==> src/rtl/pkt_ts_pkg.sv <==
package pkt_ts_pkg;
    typedef enum logic [1:0] {
        PS_OFF   = 2'd0,
        PS_HUNT  = 2'd1,
        PS_GUARD = 2'd2,
        PS_ARMED = 2'd3
    } pps_state_e;
endpackage

==> src/rtl/pts_pps_sync.sv <==
module pts_pps_sync
    import pkt_ts_pkg::*;
#(
    parameter int GUARD_CYC = 50_000_000,
    localparam int GW = $clog2(GUARD_CYC + 1)
) (
    input  logic clk,
    input  logic rst_n,
    input  logic pps_in,
    input  logic sync_en,
    output logic accept,
    output logic first
);
    logic [2:0]  sh;
    logic        rise;
    logic [GW-1:0] cnt;
    pps_state_e  st, st_nx;

    always_ff @(posedge clk) begin
        if (!rst_n) sh <= '0;
        else        sh <= {sh[1:0], pps_in};
    end
    assign rise = sh[1] & ~sh[2];

    always_ff @(posedge clk) begin
        if (!rst_n) st <= PS_OFF;
        else        st <= st_nx;
    end

    always_ff @(posedge clk) begin
        if (!rst_n)                        cnt <= '0;
        else if (accept || st != PS_GUARD) cnt <= '0;
        else                               cnt <= cnt + GW'(1);
    end

    always_comb begin
        st_nx = st;
        unique case (st)
            PS_OFF:   if (sync_en) st_nx = PS_HUNT;
            PS_HUNT:  if (!sync_en) st_nx = PS_OFF;
                      else if (rise) st_nx = PS_GUARD;
            PS_GUARD: if (!sync_en) st_nx = PS_OFF;
                      else if (cnt == GW'(GUARD_CYC - 1)) st_nx = PS_ARMED;
            PS_ARMED: if (!sync_en) st_nx = PS_OFF;
                      else if (rise) st_nx = PS_GUARD;
        endcase
    end

    always_comb begin
        accept = rise && sync_en && (st == PS_HUNT || st == PS_ARMED);
        first  = (st == PS_HUNT);
    end

    a_r8_guard_blocks: assert property (@(posedge clk) disable iff (!rst_n)
        (st == PS_GUARD) |-> !accept);
    a_r9_off_blocks: assert property (@(posedge clk) disable iff (!rst_n)
        !sync_en |-> !accept);
endmodule

==> src/rtl/pts_clock.sv <==
module pts_clock #(
    parameter int TPS     = 100_000_000,
    parameter int SEC_W   = 32,
    parameter int SUB_W   = 27,
    parameter int FRAC_W  = 24,
    parameter int ADJ_SHR = 3,
    localparam int IW   = FRAC_W + 2,
    localparam int RW   = SUB_W + 2
) (
    input  logic             clk,
    input  logic             rst_n,
    input  logic             inc_wr,
    input  logic [IW-1:0]    inc_val,
    input  logic             ld_stb,
    input  logic [SEC_W-1:0] ld_sec,
    input  logic [SUB_W-1:0] ld_sub,
    input  logic             align,
    input  logic             drift_en,
    output logic [SEC_W-1:0] now_sec,
    output logic [SUB_W-1:0] now_sub,
    output logic [RW-1:0]    pps_err,
    output logic             load_done
);
    localparam int SW   = FRAC_W + 3;
    localparam int EW   = ((IW > RW) ? IW : RW) + 2;
    localparam int HALF = TPS / 2;

    logic [FRAC_W-1:0]    acc;
    logic [IW-1:0]        incr;
    logic [SEC_W-1:0]     sec, pend_sec, nxt_sec;
    logic [SUB_W-1:0]     sub, pend_sub, nxt_sub;
    logic                 pend, wrap, late, apply;
    logic signed [RW-1:0] err, resid;
    logic [SW-1:0]        sum;
    logic [2:0]           step;
    logic [SUB_W:0]       sub_add;
    logic signed [EW-1:0] inc_new;
    logic [IW-1:0]        inc_clamp;

    always_comb begin
        sum     = SW'(acc) + SW'(incr);
        step    = sum[SW-1:FRAC_W];
        sub_add = {1'b0, sub} + (SUB_W+1)'(step);
        wrap    = sub_add >= (SUB_W+1)'(TPS);
        nxt_sub = wrap ? SUB_W'(sub_add - (SUB_W+1)'(TPS)) : SUB_W'(sub_add);
        nxt_sec = sec + SEC_W'(wrap);
        late    = nxt_sub >= SUB_W'(HALF);
        resid   = late ? $signed(RW'(nxt_sub)) - $signed(RW'(TPS))
                       : $signed(RW'(nxt_sub));
        inc_new = EW'($signed({1'b0, incr})) - EW'(resid >>> ADJ_SHR);
        if (inc_new[EW-1])            inc_clamp = '0;
        else if (|inc_new[EW-2:IW])   inc_clamp = '1;
        else                          inc_clamp = inc_new[IW-1:0];
        apply   = pend && (step != 3'd0);
    end

    always_ff @(posedge clk) begin
        if (!rst_n) begin
            acc      <= '0;
            incr     <= IW'(1) << FRAC_W;
            sec      <= '0;
            sub      <= '0;
            pend     <= 1'b0;
            pend_sec <= '0;
            pend_sub <= '0;
            err      <= '0;
        end else begin
            if (apply) begin
                sec  <= pend_sec;
                sub  <= pend_sub;
                acc  <= sum[FRAC_W-1:0];
                pend <= 1'b0;
            end else if (align) begin
                sub <= '0;
                sec <= late ? nxt_sec + SEC_W'(1) : nxt_sec;
                acc <= '0;
                err <= resid;
                if (drift_en) incr <= inc_clamp;
            end else begin
                sub <= nxt_sub;
                sec <= nxt_sec;
                acc <= sum[FRAC_W-1:0];
            end
            if (ld_stb) begin
                pend     <= 1'b1;
                pend_sec <= ld_sec;
                pend_sub <= ({1'b0, ld_sub} >= (SUB_W+1)'(TPS)) ? SUB_W'(TPS - 1) : ld_sub;
            end
            if (inc_wr) incr <= inc_val;
        end
    end

    assign now_sec   = sec;
    assign now_sub   = sub;
    assign pps_err   = err;
    assign load_done = apply;

    a_r3_sub_range: assert property (@(posedge clk) disable iff (!rst_n)
        {1'b0, sub} < (SUB_W+1)'(TPS));
    a_r4_load_lands: assert property (@(posedge clk) disable iff (!rst_n)
        apply |=> (sec == $past(pend_sec)) && (sub == $past(pend_sub)));
    a_r5_align_zero: assert property (@(posedge clk) disable iff (!rst_n)
        (align && !apply) |=> (sub == '0));
    a_r2_frozen: assert property (@(posedge clk) disable iff (!rst_n)
        (step == 3'd0 && !align && !apply) |=> $stable(sub) && $stable(sec));
endmodule

==> src/rtl/pts_capture.sv <==
module pts_capture #(
    parameter int TPS   = 100_000_000,
    parameter int SEC_W = 32,
    parameter int SUB_W = 27
) (
    input  logic             clk,
    input  logic             rst_n,
    input  logic             sop,
    input  logic             clr,
    input  logic [SEC_W-1:0] cur_sec,
    input  logic [SUB_W-1:0] cur_sub,
    output logic             ts_valid,
    output logic [SEC_W-1:0] ts_sec,
    output logic [SUB_W-1:0] ts_sub
);
    logic             hist_v, cur_le;
    logic [SEC_W-1:0] bump_sec, pick_sec;
    logic [SUB_W-1:0] bump_sub, pick_sub;

    always_comb begin
        cur_le = hist_v && ({cur_sec, cur_sub} <= {ts_sec, ts_sub});
        if (ts_sub == SUB_W'(TPS - 1)) begin
            bump_sec = ts_sec + SEC_W'(1);
            bump_sub = '0;
        end else begin
            bump_sec = ts_sec;
            bump_sub = ts_sub + SUB_W'(1);
        end
        pick_sec = cur_le ? bump_sec : cur_sec;
        pick_sub = cur_le ? bump_sub : cur_sub;
    end

    always_ff @(posedge clk) begin
        if (!rst_n) begin
            ts_valid <= 1'b0;
            ts_sec   <= '0;
            ts_sub   <= '0;
            hist_v   <= 1'b0;
        end else begin
            ts_valid <= sop;
            if (sop) begin
                ts_sec <= pick_sec;
                ts_sub <= pick_sub;
                hist_v <= 1'b1;
            end
            if (clr) hist_v <= 1'b0;
        end
    end

    a_r10_valid_follows: assert property (@(posedge clk) disable iff (!rst_n)
        sop |=> ts_valid);
    a_r10_no_spurious: assert property (@(posedge clk) disable iff (!rst_n)
        !sop |=> !ts_valid);
    a_r11_increasing: assert property (@(posedge clk) disable iff (!rst_n)
        (sop && hist_v) |=> ({ts_sec, ts_sub} > $past({ts_sec, ts_sub})));
endmodule

==> src/rtl/pkt_ts_unit.sv <==
module pkt_ts_unit #(
    parameter int TPS       = 100_000_000,
    parameter int SEC_W     = 32,
    parameter int FRAC_W    = 24,
    parameter int ADJ_SHR   = 3,
    parameter int GUARD_CYC = 50_000_000,
    localparam int SUB_W    = $clog2(TPS),
    localparam int IW       = FRAC_W + 2
) (
    input  logic             clk,
    input  logic             rst_n,
    input  logic             sync_en,
    input  logic             pps_in,
    input  logic             inc_wr,
    input  logic [IW-1:0]    inc_val,
    input  logic             ld_stb,
    input  logic [SEC_W-1:0] ld_sec,
    input  logic [SUB_W-1:0] ld_sub,
    input  logic             sop,
    output logic             ts_valid,
    output logic [SEC_W-1:0] ts_sec,
    output logic [SUB_W-1:0] ts_sub,
    output logic [SEC_W-1:0] now_sec,
    output logic [SUB_W-1:0] now_sub,
    output logic [SUB_W+1:0] pps_err
);
    logic accept, first, load_done;

    pts_pps_sync #(.GUARD_CYC(GUARD_CYC)) u_sync (
        .clk(clk), .rst_n(rst_n), .pps_in(pps_in), .sync_en(sync_en),
        .accept(accept), .first(first)
    );

    pts_clock #(
        .TPS(TPS), .SEC_W(SEC_W), .SUB_W(SUB_W), .FRAC_W(FRAC_W), .ADJ_SHR(ADJ_SHR)
    ) u_clock (
        .clk(clk), .rst_n(rst_n), .inc_wr(inc_wr), .inc_val(inc_val),
        .ld_stb(ld_stb), .ld_sec(ld_sec), .ld_sub(ld_sub),
        .align(accept), .drift_en(!first),
        .now_sec(now_sec), .now_sub(now_sub), .pps_err(pps_err),
        .load_done(load_done)
    );

    pts_capture #(.TPS(TPS), .SEC_W(SEC_W), .SUB_W(SUB_W)) u_cap (
        .clk(clk), .rst_n(rst_n), .sop(sop), .clr(load_done),
        .cur_sec(now_sec), .cur_sub(now_sub),
        .ts_valid(ts_valid), .ts_sec(ts_sec), .ts_sub(ts_sub)
    );
endmodule

==> config.mk <==
export PLATFORM = sky130hd
export DESIGN_NAME = pkt_ts_unit
export DESIGN_NICKNAME = d
export VERILOG_FILES = /design/src/rtl/pkt_ts_pkg.sv /design/src/rtl/pts_pps_sync.sv /design/src/rtl/pts_clock.sv /design/src/rtl/pts_capture.sv /design/src/rtl/pkt_ts_unit.sv
export SDC_FILE = /design/constraint.sdc
export NUM_CORES = 1
export LEC_CHECK = 0
export BUFFER_PORTS_ARGS = -buffer_cell sky130_fd_sc_hd__buf_2
export CORE_MARGIN = 5
export CORE_UTILIZATION = 45
export CTS_CLUSTER_SIZE = 24
export DETAILED_ROUTE_END_ITERATION = 12
export REMOVE_ABC_BUFFERS = 1
export SLEW_MARGIN = 10
export SYNTH_ARGS = -nofsm -noshare
export SYNTH_HDL_FRONTEND = slang
export SYNTH_SLANG_ARGS = --single-unit
==> constraint.sdc <==
create_clock -name clk -period 15 [get_ports clk]
set_clock_uncertainty 0.05 [all_clocks]
set_input_delay 3 -clock clk [delete_from_list [all_inputs] [get_ports clk]]
set_output_delay 3 -clock clk [all_outputs]
set_load 0.005 [all_outputs]
# Yosys cells after proc, flatten, opt, wreduce, memory -nomap -nowiden
# Index checks and enable logic that the tools add are counted.
# Widths: inputs -> output; s select.
classes:
  n_lt_le_gt_ge: 4
  n_eq_ne: 12
  bitwise: 4
  reduce_logical: 18
  n_mux: 28
  n_addsub: 10
ops:
  columns: ["operator", "count"]
  rows:
  - ["$mux 27", 6]
  - ["$mux 32", 5]
  - ["$mux 26", 6]
  - ["$add 32x1->32 const B", 2]
  - ["$le 59x59->1", 1]
  - ["$mux 24", 2]
  - ["$add 32x1->32", 1]
  - ["$mux 29", 1]
  - ["$add 27x3->28", 1]
  - ["$ge 28x27->1 const B", 1]
  - ["$sub 27x26->28", 1]
  - ["$sub 27x27->28 const B", 1]
  - ["$add 24x26->27", 1]
  - ["$add 27x1->27 const B", 1]
  - ["$eq 27x27->1 const B", 1]
  - ["$ge 27x26->1 const B", 1]
  - ["$ge 27x27->1 const B", 1]
  - ["$sub 27x27->27 const B", 1]
  - ["$add 26x1->26 const B", 1]
  - ["$eq 26x26->1 const B", 1]
  - ["$mux 2", 5]
  - ["$ne 2x2->1 const B", 4]
  - ["$ne 3x2->1 const B", 2]
  - ["$pmux 2 s3", 1]
  - ["other kinds (15)", 28]
word_totals:
  ff_bits: 290
  word_cells: 91
  in_bits: 92

# Depth between registers and ports, before layout
# Gate-level depths: netlist of run 1.
depth:
  depth_word: 14
  ltp_mapped: 55

# By module
# A second synthesis of run 1 with hierarchy kept.
hier_totals:
  cells_unflattened: 2558
  area_unflattened_um2: 20340.8
modules_own_cells:
  columns: ["mod", "instances", "seq_area_each_um2", "area_per_inst_um2", "cells_per_inst"]
  rows:
  - ["pts_clock", 1, 3943.8, 13551.7, 1695]
  - ["pts_capture", 1, 1221.2, 5410.2, 705]
  - ["pts_pps_sync", 1, 620.6, 1375.1, 157]
  - ["pkt_ts_unit", 1, 0.0, 3.8, 1]

# Worst setup path before layout of run 1
# OpenSTA, ideal clock, no wires.
synth_timing:
  kind: "register to register"
  start: "reg u_clock.incr[1]"
  end: "reg u_clock.incr[10]"
  slack_ps: 3826
  stages_incl_launch_ff: 53
  setup_time_ps: 132
  path_buffers: 4
  arrival_ps: 10992
  required_ps: 14818
  synth_period_minus_slack_ps: 11174
  cell_sequence: "dfxtp_1 ha_1 a21o_1 a21oi_1 o21ai_0 a21oi_1 o21ai_0 a21oi_1 o21ai_0 a21oi_1 o21ai_0 a21oi_1 o21ai_0 a2111oi_0 o31ai_1 a311o_1 a21o_1 a21o_1 [17 not listed] buf_4 a21oi_2 buf_2 xnor2_1 ha_1 a21o_1 and3_1 a21oi_1 nand3_1 a31o_1 maj3_2 maj3_2 nor4_1 o31ai_1 or3_4 buf_4 a211oi_2 nor3_1"
synth_between:
  elab_chain_cells: 14
  word_cells_on_any_way: 20
  classes_between: "add/sub: 5; order compare: 2; eq/ne: 1; mux: 8; reduce/logical: 4"
synth_lines:
  columns: ["item", "line", "source"]
  rows:
  - ["start, declared", "pts_clock.sv:29", "logic [IW-1:0] incr;"]
  - ["start signal, assigned", "pts_clock.sv:60", "incr <= IW'(1) << FRAC_W;"]
  - ["start signal, assigned", "pts_clock.sv:78", "if (drift_en) incr <= inc_clamp;"]
  - ["start signal, assigned", "pts_clock.sv:89", "if (inc_wr) incr <= inc_val;"]
  - ["$add 24x26->27", "pts_clock.sv:41", "sum = SW'(acc) + SW'(incr);"]
  - ["$add 27x3->28", "pts_clock.sv:43", "sub_add = {1'b0, sub} + (SUB_W+1)'(step);"]
  - ["$sub 27x27->27 or $ge 28x27->1 (tied branches)", "pts_clock.sv:45, pts_clock.sv:44", null]
  - ["$mux 27", "pts_clock.sv:45", "nxt_sub = wrap ? SUB_W'(sub_add - (SUB_W+1)'(TPS)) : SUB_W'(sub_add);"]
  - ["$sub 27x27->28 or $ge 27x26->1 (tied branches)", "pts_clock.sv:48, pts_clock.sv:47", null]
  - ["$mux 29", "pts_clock.sv:48", "resid = late ? $signed(RW'(nxt_sub)) - $signed(RW'(TPS))"]
  - ["$sub 27x26->28", "pts_clock.sv:50", "inc_new = EW'($signed({1'b0, incr})) - EW'(resid >>> ADJ_SHR);"]
  - ["$reduce_or 4->1", "pts_clock.sv:52", "else if (|inc_new[EW-2:IW]) inc_clamp = '1;"]
  - ["$mux 26", "pts_clock.sv:52", null]
  - ["$mux 26", "pts_clock.sv:51", "if (inc_new[EW-1]) inc_clamp = '0;"]
  - ["$mux 26", "pts_clock.sv:78", null]
  - ["$mux 26", "pts_clock.sv:73", "end else if (align) begin"]
  - ["$mux 26", "pts_clock.sv:68", "if (apply) begin"]
  - ["$mux 26", "pts_clock.sv:89", null]
# Parallel ways exist; a longest one is shown, timed or not. The select of a mux whose other input is x is not followed.
# A chain may end at the register's enable or synchronous reset.

# Final worst setup path of run 1
layout_timing:
  start: "reg u_clock.incr[1]"
  end: "reg u_clock.incr[18]"
# The elaborated chain is that of the path after synthesis.

==> impl_metrics.toml, run 1 <==
[layout]
nFillCells = 4375
seqCellArea_um2 = 5790
utilization = 0.516
area_delta_synth_final_pct = 13.8
nNetsFinal = 2903
final_cell_area_um2 = 22800
drive_gt1_frac = 0.160
multiInputGateArea_um2 = 13300

[worst_setup_path]
reg2reg_to = "u_clock.incr[18]"
reg2reg_depth = 49
critPathCaptureType = "flop"
cp_max_fo = 21
timing.rr.start = "u_clock.incr[1]"
rrSetupSlack_ns = 0.99
critical_path_required_ns = 15.33
crit_type = "flop to flop"
slowest_stage = "a2111oi_0"
critPathMostFrequentCell = "a21oi_1"
crit_path_end = "u_clock.incr[18]"
cpPeakStageDelay_ns = 0.63
arrival_ns = 14.34
cp-startpoint = "u_clock.incr[1]"
critPathLaunchType = "flop"

[pwr]
combPwrFrac = 0.244
p_seq_frac = 0.371
switchingPower_uw = 742
power_uw = 2330
power.leakage_uw = 0.00924
power.share.clock = 0.385
p_sw_frac = 0.318
power.density_nw_per_um2 = 102
p_int_uw = 1590
vdd_drop_max_mv = 0.0770

[clock_tree]
clock_latency_ns = 0.55
numCtsBuffers = 36
cts_resized = 0
cts_tree = "done"
cts_max_level = 2
clk_path_buf_depth = 3
cts.clk_slew.worst_paths_ns = 0.06
root_buffer = "clkbuf_16"
ctsHoldBuffers = 0
cts.sinks = 289
cts_setup_buffers = 0

[yosys]
synth_xor_area_frac = 0.0811
syn_inst = 2540
synth_largest_area_cell = "dfxtp_1"
synthMuxAreaShare = 0.0255
synth-simple-area-share = 0.240
synthAdderAreaFrac = 0.0796
yosysUniqueCellTypes = 103
synth_area_per_cell_um2 = 7.88
synth_seq_cells = 289
synth_compound_area_frac = 0.237
async_flop_share = 0
ys_top_cells_by_area = "dfxtp_1 (29%), ha_1 (6.9%), nor2_1 (5.4%)"
yosys_warnings = 0
yosysMostFrequentCell = "dfxtp_1"
syn-cell-area_um2 = 20000
synth_top_area_frac = 0.289
synth_top_family_by_area = "simple AND/OR/NAND/NOR gates"
synth-edff-count = 0
yosysSeqAreaShare = 0.289
synth_flop_cell = "dfxtp_1"
synthTopCellsByCount = "dfxtp_1 (289), nor2_1 (287), nand2_1 (203), a21oi_1 (187), o21ai_0 (123)"

[routing]
wl_per_cell_um = 21.0
first_iter_violations = 1544
route.detailed.drc = 0
wl_um = 69500
vias = 19900
drtPass1Iterations = 6
ant_nets = 0
viasPerCell = 5.99

[outcome]
outcome = "completed"

[place]
hpwl_um = 51600
place_area_um2 = 21600
gp_congestion = 0.943
port_buffers = 239

[global_route]
antenna_found_initial = 4
track_usage = 0.271
grt_start_max_net_pins = 90
grt_pass1_vias = 19200
grt_remaining_overflow = 0
grt_pass1_wl_um = 109000

[die]
die-width_um = 221
initial_core_util = 0.454
pin_count = 240
die_area_um2 = 48800
rows = 77
die_h_um = 221
coreArea_um2 = 44100

[timing]
rsz0062_at_grt = "no"
relSlewSlack = 0.179
fin_hold_ws_ns = 0.381
fmax_ghz = 0.0714
finalHoldViolations = 0
finalCriticalPeriod_ns = 14.01
finalSetupViolCount = 0
finalSetupTns_ns = 0
min_period_over_period = 0.934
worst_pin_slew_ns = 1.22
slew_violations = 0

[flow_run]
max-cap-violations = 0

[min_path]
hp-class = "flop to flop"
-- per-stage QoR --
step / instances / setup slack, ns
final: 3315 / 0.995
after global routing: 3315 / 0.0292
after CTS: 3313 / 1.10
after detailed placement: 3252 / 1.16
after global placement: 3252 / 1.38
after floorplan: 2399 / 3.24
-- layer usage --
metal | up-vias | track usage | part of all wire
met5 | - | 0 | 0.00039
met4 | 4 | 0.112 | 0.041
met3 | 145 | 0.0559 | 0.070
met2 | 653 | 0.439 | 0.45
met1 | 9546 | 0.355 | 0.43
li1 | 9503 | - | -
-- layout by cell type (no fill, tap or decap), types with 13 or more instances in the layout --
| cell type | count |
|---|---|
| dfxtp_1 | 289 |
| nor2_1 | 287 |
| buf_2 | 238 |
| nand2_1 | 200 |
| a21oi_1 | 186 |
| o21ai_0 | 122 |
| ha_1 | 110 |
| xnor2_1 | 105 |
| inv_1 | 99 |
| xor2_1 | 73 |
| nand3_1 | 70 |
| and3_1 | 70 |
| nor3_1 | 67 |
| a211oi_1 | 58 |
| mux2i_1 | 42 |
| nor2b_1 | 40 |
| clkbuf_16 | 36 |
| a21o_1 | 35 |
| and2_1 | 35 |
| nand4_1 | 35 |
| o211ai_1 | 34 |
| a22oi_1 | 33 |
| o221a_2 | 26 |
| nand2b_1 | 26 |
| a31oi_1 | 23 |
| buf_4 | 23 |
| nor3b_1 | 20 |
| nor4_1 | 19 |
| a32o_1 | 19 |
| a22o_1 | 18 |
| or2_2 | 17 |
| or3_1 | 16 |
| o21a_1 | 13 |
-- power by group through the flow --
| stage | clock [uW] | sequential (uW) | combinational [uW] |
|---|---|---|---|
| 2_1_floorplan | 0 | 862 | 401 |
| 3_3_place_gp | 0 | 880 | 552 |
| 3_5_place_dp | 0 | 881 | 560 |
| 4_1_cts | 922 | 865 | 564 |
| 5_1_grt | 947 | 871 | 627 |
| 6_report | 897 | 866 | 568 |
-- critical path: cells and delay by family, from the launching register on --
kind,cells,cell delay (ns)
buffers and inverters,3,0.46
AOI/OAI and AO/OA,29,7.78
muxes,1,0.38
DFF,1,0.34
xor gates and xnor gates,3,0.69
and+or+nand+nor,8,2.27
adders and majority gates,5,1.84
-- flip-flops by register name (all words and copies together) (netlist names), 2 cells and up --
| register | cells |
|---|---|
| u_clock.acc | 24 |
| u_cap.ts_sec | 32 |
| u_clock.pend_sub | 27 |
| u_clock.now_sec | 32 |
| u_cap.ts_sub | 27 |
| u_clock.now_sub | 27 |
| u_clock.incr | 26 |
| u_sync.cnt | 26 |
| u_sync.sh | 3 |
| u_clock.pend_sec | 32 |
| u_clock.pps_err | 28 |
| u_sync.st | 2 |
-- cell type report --
| cell class | count | share of cell area |
|---|---|---|
| well taps | 592 | 0.0325 |
| clock inverters | 11 | 0.00747 |
| diodes | 2 | 0.000220 |
| repair buffers | 261 | 0.0599 |
| flip-flops and latches | 289 | 0.254 |
| clock buffers | 50 | 0.0449 |
| inverters | 102 | 0.0170 |
| multi-input cells | 2008 | 0.584 |
-- cell families (layout without fill, tap and decap cells) --
kind of cell               count (synthesis)  after routing
AOI/OAI and AO/OA                        689            689
xor gates and xnor gates                 182            182
adders and majority gates                128            128
buffers and inverters                    243            424
DFF                                      289            289
muxes                                     50             50
other                                      0              2
and+or+nand+nor                          959            959
-- worst min path at each step --
stage,depth (start not counted),end,startpoint
after global placement,1,u_sync.sh[1],u_sync.sh[0]
final,1,u_sync.sh[1],u_sync.sh[0]
after global routing,1,u_sync.sh[1],u_sync.sh[0]
after detailed placement,1,u_sync.sh[1],u_sync.sh[0]
after floorplan,1,u_sync.sh[1],u_sync.sh[0]
after CTS,1,u_sync.sh[1],u_sync.sh[0]
No activity file was read; power rests on OpenSTA's default activity.
==> inputs of run 2 (changes only) <==
ABC_AREA = 1   (was not set)
==> run 2 against run 1 <==
  * Setup slack better by 3.3 ns
  * Combinational power up 25%
  * Critical path type unchanged
  * Area after synthesis up 3.4%
  * Flip-flop and latch count unchanged
  * Critical endpoint is now u_clock.incr[5]
  * Count of clock-buffer cells in the layout unchanged
==> impl_metrics.toml, run 2 <==
[outcome]
outcome = "completed"

[pwr]
p_int_uw = 1580
power_uw = 2480
vdd_drop_max_mv = 0.133
power.leakage_uw = 0.0111
p_sw_frac = 0.362
power.density_nw_per_um2 = 106
combPwrFrac = 0.287
p_seq_frac = 0.363
switchingPower_uw = 897
power.share.clock = 0.351

[die]
die_area_um2 = 50400
die_h_um = 225
initial_core_util = 0.455
coreArea_um2 = 45500
pin_count = 240
die-width_um = 225
rows = 78

[yosys]
synth_top_area_frac = 0.279
ys_top_cells_by_area = "dfxtp_1 (28%), nand2_1 (13%), inv_1 (7.7%)"
synth-edff-count = 0
async_flop_share = 0
syn_inst = 3180
synthTopCellsByCount = "nand2_1 (703), inv_1 (423), nor2_1 (362), dfxtp_1 (289), nand3_1 (211)"
yosysSeqAreaShare = 0.279
yosysUniqueCellTypes = 58
synth_flop_cell = "dfxtp_1"
synth_largest_area_cell = "dfxtp_1"
yosysMostFrequentCell = "nand2_1"
synth_area_per_cell_um2 = 6.51
syn-cell-area_um2 = 20700
yosys_warnings = 0
synth_seq_cells = 289

[flow_run]
max-cap-violations = 0

[layout]
nNetsFinal = 3563
drive_gt1_frac = 0.114
final_cell_mix = "nand2_1 (702), inv_1 (423), nor2_1 (361)"
antenna_cells = 0
final_cells = 3983
layout.cells.most_common = "nand2_1"
area_delta_synth_final_pct = 13.0
utilization = 0.515

[min_path]
worstHoldPathCells = 2
hold_start = "u_sync.sh[0]"
hold_end = "u_sync.sh[1]"
hp-class = "flop to flop"

[place]
hpwl_um = 54900
dp.cells = 3920
port_buffers = 239
gp_congestion = 0.949

[timing]
finalSetupTns_ns = 0
relSlewSlack = 0.155
finalHoldViolations = 0
rsz0062_at_grt = "no"
fin_hold_ws_ns = 0.372
fmax_ghz = 0.0936
finalCriticalPeriod_ns = 10.68
finalSetupViolCount = 0
worst_pin_slew_ns = 1.27
min_period_over_period = 0.712
slew_violations = 0

[clock_tree]
cts_resized = 0
cts_setup_buffers = 0
numCtsBuffers = 36
clk_path_buf_depth = 3
ctsHoldBuffers = 0
clock_latency_ns = 0.56
cts.sinks = 289
root_buffer = "clkbuf_16"
cts_tree = "done"
cts.clk_slew.worst_paths_ns = 0.06
cts_max_level = 2

[worst_setup_path]
critPathMostFrequentCell = "nand2_1"
timing.rr.start = "u_clock.incr[0]"
crit_type = "flop to flop"
rrSetupSlack_ns = 4.32
critical_path_required_ns = 15.42
cp_max_fo = 27
reg2reg_depth = 60
critPathCaptureType = "flop"
slowest_stage = "a21oi_4"
arrival_ns = 11.10
critPathLaunchType = "flop"
cpPeakStageDelay_ns = 0.52
cp-startpoint = "u_clock.incr[0]"
reg2reg_to = "u_clock.incr[5]"

[routing]
first_iter_violations = 1598
ant_nets = 0
vias = 21500
wl_per_cell_um = 17.7
wl_um = 70500
route.detailed.drc = 0
drtPass1Iterations = 5
viasPerCell = 5.40

[global_route]
grt_start_max_net_pins = 113
track_usage = 0.270
grt_remaining_overflow = 0
grt_pass1_vias = 20400
antenna_found_initial = 2
grt_pass1_wl_um = 111000
run 2: cell count changes after synthesis, moves of 33 or more:
| cell | before | now |
|---|---|---|
| nand3_1 | 70 | 211 |
| a21o_1 | 35 | 1 |
| o21ai_0 | 123 | 175 |
| xor2_1 | 73 | 125 |
| inv_1 | 99 | 423 |
| nor2b_1 | 40 | 0 |
| nand2_1 | 203 | 703 |
| nor2_1 | 287 | 362 |
| and2_1 | 36 | 2 |
| mux2i_1 | 42 | 0 |
| a22oi_1 | 33 | 0 |
| nand4_1 | 35 | 72 |
| and3_1 | 70 | 2 |
| xnor2_1 | 105 | 24 |
run 2: power by group through the flow:
stage | registers (uW) | clock network [uW] | logic [uW]
after floorplan | 887 | 0 | 478
after global placement | 912 | 0 | 698
after detailed placement | 913 | 0 | 702
after CTS | 897 | 891 | 708
after global routing | 905 | 923 | 799
final | 899 | 869 | 711
run 2: cell families after synthesis:
kind of cell,Yosys count,share of synthesized area
simple gates,1511,0.319
compound gates,569,0.164
buf+inv,548,0.104
flops,289,0.279
xor+xnor,150,0.0638
fa+ha+maj,113,0.0694
run 2: metal layers:
metal  vias up  part of all wire  track usage
met5         -           0.00033            0
met3       117             0.057       0.0324
met1      9945              0.46        0.381
met4         4             0.032       0.0839
met2       612              0.45        0.435
li1      10800                 -            -
run 2: worst max path at each step:
| stage | endpoint | slack, ns | cells past startpoint |
|---|---|---|---|
| after floorplan | u_clock.now_sec[25] | 6.51 | 61 |
| after global placement | u_clock.now_sec[28] | 4.65 | 60 |
| after detailed placement | u_clock.incr[24] | 4.40 | 59 |
| after CTS | u_clock.incr[24] | 4.36 | 59 |
| after global routing | u_clock.incr[24] | 3.09 | 59 |
| final | u_clock.incr[5] | 4.32 | 60 |
run 2: metrics by stage:
stage | setup WS [ns] | cell area, um2
final | 4.32 | 23400
after global routing | 3.09 | 23400
after CTS | 4.36 | 23400
after detailed placement | 4.40 | 22200
after global placement | 4.65 | 22200
after floorplan | 6.51 | 20200
run 2: cell type report:
type                    instances  area [um2]
clock buffers                  50         993
clock inverters                13         164
fillers                      4776       22100
inverters                     436        1640
multi-input cells            2343       12800
flip-flops and latches        289        5790
well taps                     600         751
repair buffers                252        1300
run 2: worst max-delay path, delay by kind of cell, from the launching register on:
kind | cells | cell delay [ns]
compound gates | 12 | 2.64
fa+ha+maj | 5 | 1.35
simple gates | 33 | 4.77
buf+inv | 8 | 0.67
xor+xnor | 2 | 0.76
flops | 1 | 0.35
==> inputs of run 3 (changes only) <==
clock period = 10.68 ns   (was 15 ns; I/O delays follow)
==> run 3 against run 2 <==
  * Combinational power increased by 42%
  * Count of clock-buffer cells in the layout increased by 2
  * Critical path depth decreased by 7
  * Cell count increased by 0.48%
  * Sequential share of layout area decreased by 0.31 points
  * Non-clock buffer count increased by 11
  * Flip-flop and latch count unchanged
  * Global-route usage decreased by 0.39 points
  * Critical path type unchanged
==> impl_metrics.toml, run 3 (same netlist as run 2, synthesis figures left out) <==
[routing]
wl_met3_um = 4220
topRoutingLayerUsed = "met5"
route.detailed.drc = 0
ant_nets = 0
m1WireLength_um = 32500
first_iter_violations = 1519
drtPass1Iterations = 5
viasPerCell = 5.41
wl_um = 70200
vias = 21700
wl_met2_um = 31000
wl_per_cell_um = 17.6

[worst_setup_path]
reg2reg_depth = 53
critPathMostFrequentCell = "nand2_1"
arrival_ns = 10.24
critPathLaunchType = "flop"
critical_path_required_ns = 11.13
cpPeakStageDelay_ns = 0.44
cp_max_fo = 18
crit_type = "flop to flop"
timing.rr.start = "u_clock.incr[2]"
critPathCaptureType = "flop"
crit_path_end = "u_clock.incr[3]"
reg2reg_to = "u_clock.incr[3]"
slowest_stage = "a21oi_4"
rrSetupSlack_ns = 0.89
cp-startpoint = "u_clock.incr[2]"

[outcome]
outcome = "completed"

[die]
initial_core_util = 0.455
die_h_um = 225
die_area_um2 = 50400
rows = 78
coreArea_um2 = 45500
die-width_um = 225
pin_count = 240

[layout]
multiInputGateArea_um2 = 12900
final_cell_mix = "nand2_1 (702), inv_1 (423), nor2_1 (359)"
nNetsFinal = 3578
drive_gt1_frac = 0.123
layout.cells.most_common = "nand2_1"
final_cells = 4002
antenna_cells = 0
area_delta_synth_final_pct = 14.5
nFillCells = 4714
seqCellArea_um2 = 5790

[timing]
finalSetupViolCount = 0
setup_ws_ns = 0.893
min_period_over_period = 0.916
finalHoldViolations = 0
relSlewSlack = 0.162
fmax_ghz = 0.102
worst_pin_slew_ns = 1.26
finalSetupTns_ns = 0
slew_violations = 0
finalCriticalPeriod_ns = 9.79

[flow_run]
max-cap-violations = 0

[pwr]
vdd_drop_max_mv = 0.129
power.leakage_uw = 0.0112
power.density_nw_per_um2 = 151

[place]
gp_congestion = 0.933
dp.cells = 3929
hpwl_um = 53700
port_buffers = 239
pre_cts_ws_ns = 0.209

[clock_tree]
root_buffer = "clkbuf_16"
numCtsBuffers = 37
clock_latency_ns = 0.58
clk_path_buf_depth = 3
cts.sinks = 289
cts_max_level = 2
ctsHoldBuffers = 0
cts.clk_slew.worst_paths_ns = 0.06
cts_tree = "done"

[global_route]
track_usage = 0.266
grt_pass1_wl_um = 109000
grt_start_max_net_pins = 95
grt_remaining_overflow = 0
grt_pass1_vias = 20300
antenna_found_initial = 1

[min_path]
hp-class = "flop to flop"
run 3: worst min path at each step:
stage | startpoint | endpoint | slack, ns | cells past startpoint
6_report | u_sync.sh[0] | u_sync.sh[1] | 0.37 | 2
5_1_grt | u_sync.sh[0] | u_sync.sh[1] | 0.39 | 2
4_1_cts | u_sync.sh[0] | u_sync.sh[1] | 0.37 | 2
3_5_place_dp | u_sync.sh[0] | u_sync.sh[1] | 0.36 | 2
3_3_place_gp | u_sync.sh[0] | u_sync.sh[1] | 0.37 | 2
2_1_floorplan | u_sync.sh[0] | u_sync.sh[1] | 0.34 | 2
run 3: cell type report:
cell class / instances / share of cell area
clock buffer: 52 / 0.0448
clock inverter: 16 / 0.00924
inverter: 436 / 0.0691
multi-input combinational: 2346 / 0.543
sequential: 289 / 0.244
tap: 600 / 0.0317
timing repair buffer: 263 / 0.0582
run 3: metal layers:
metal / up-vias / GRT usage
li1: 10900 / -
met1: 10000 / 0.371
met2: 635 / 0.424
met3: 133 / 0.0390
met4: 2 / 0.0915
met5: - / 0
run 3: timing repair:
item / 4_1_cts / 5_1_grt
buffers inserted: 0 / 2
resized for setup: 0 / 17
setup endpoints to repair: 0 / 43
run 3: worst max-delay path: cells and delay by family, from the launching register on:
kind            cells  cell delay (ns)
simple gates       25             3.51
buf+inv             9             1.04
flops               1             0.35
compound gates     14             3.08
fa+ha+maj           3             1.13
xor+xnor            2             0.52
run 3: metrics by stage:
stage / hold slack, ns / util / power [uW] / area, um2
final: 0.367 / 0.521 / 3580 / 23700
after floorplan: 0.340 / - / 1920 / 20200
after global routing: 0.388 / 0.521 / 3800 / 23700
after detailed placement: 0.357 / 0.491 / 2270 / 22300
after CTS: 0.373 / 0.519 / 3600 / 23600
after global placement: 0.366 / 0.491 / 2260 / 22300
run 3: where the power goes:
part / internal (uW) / switching, uW
logic: 346 / 662
registers: 1160 / 105
clock network: 778 / 537
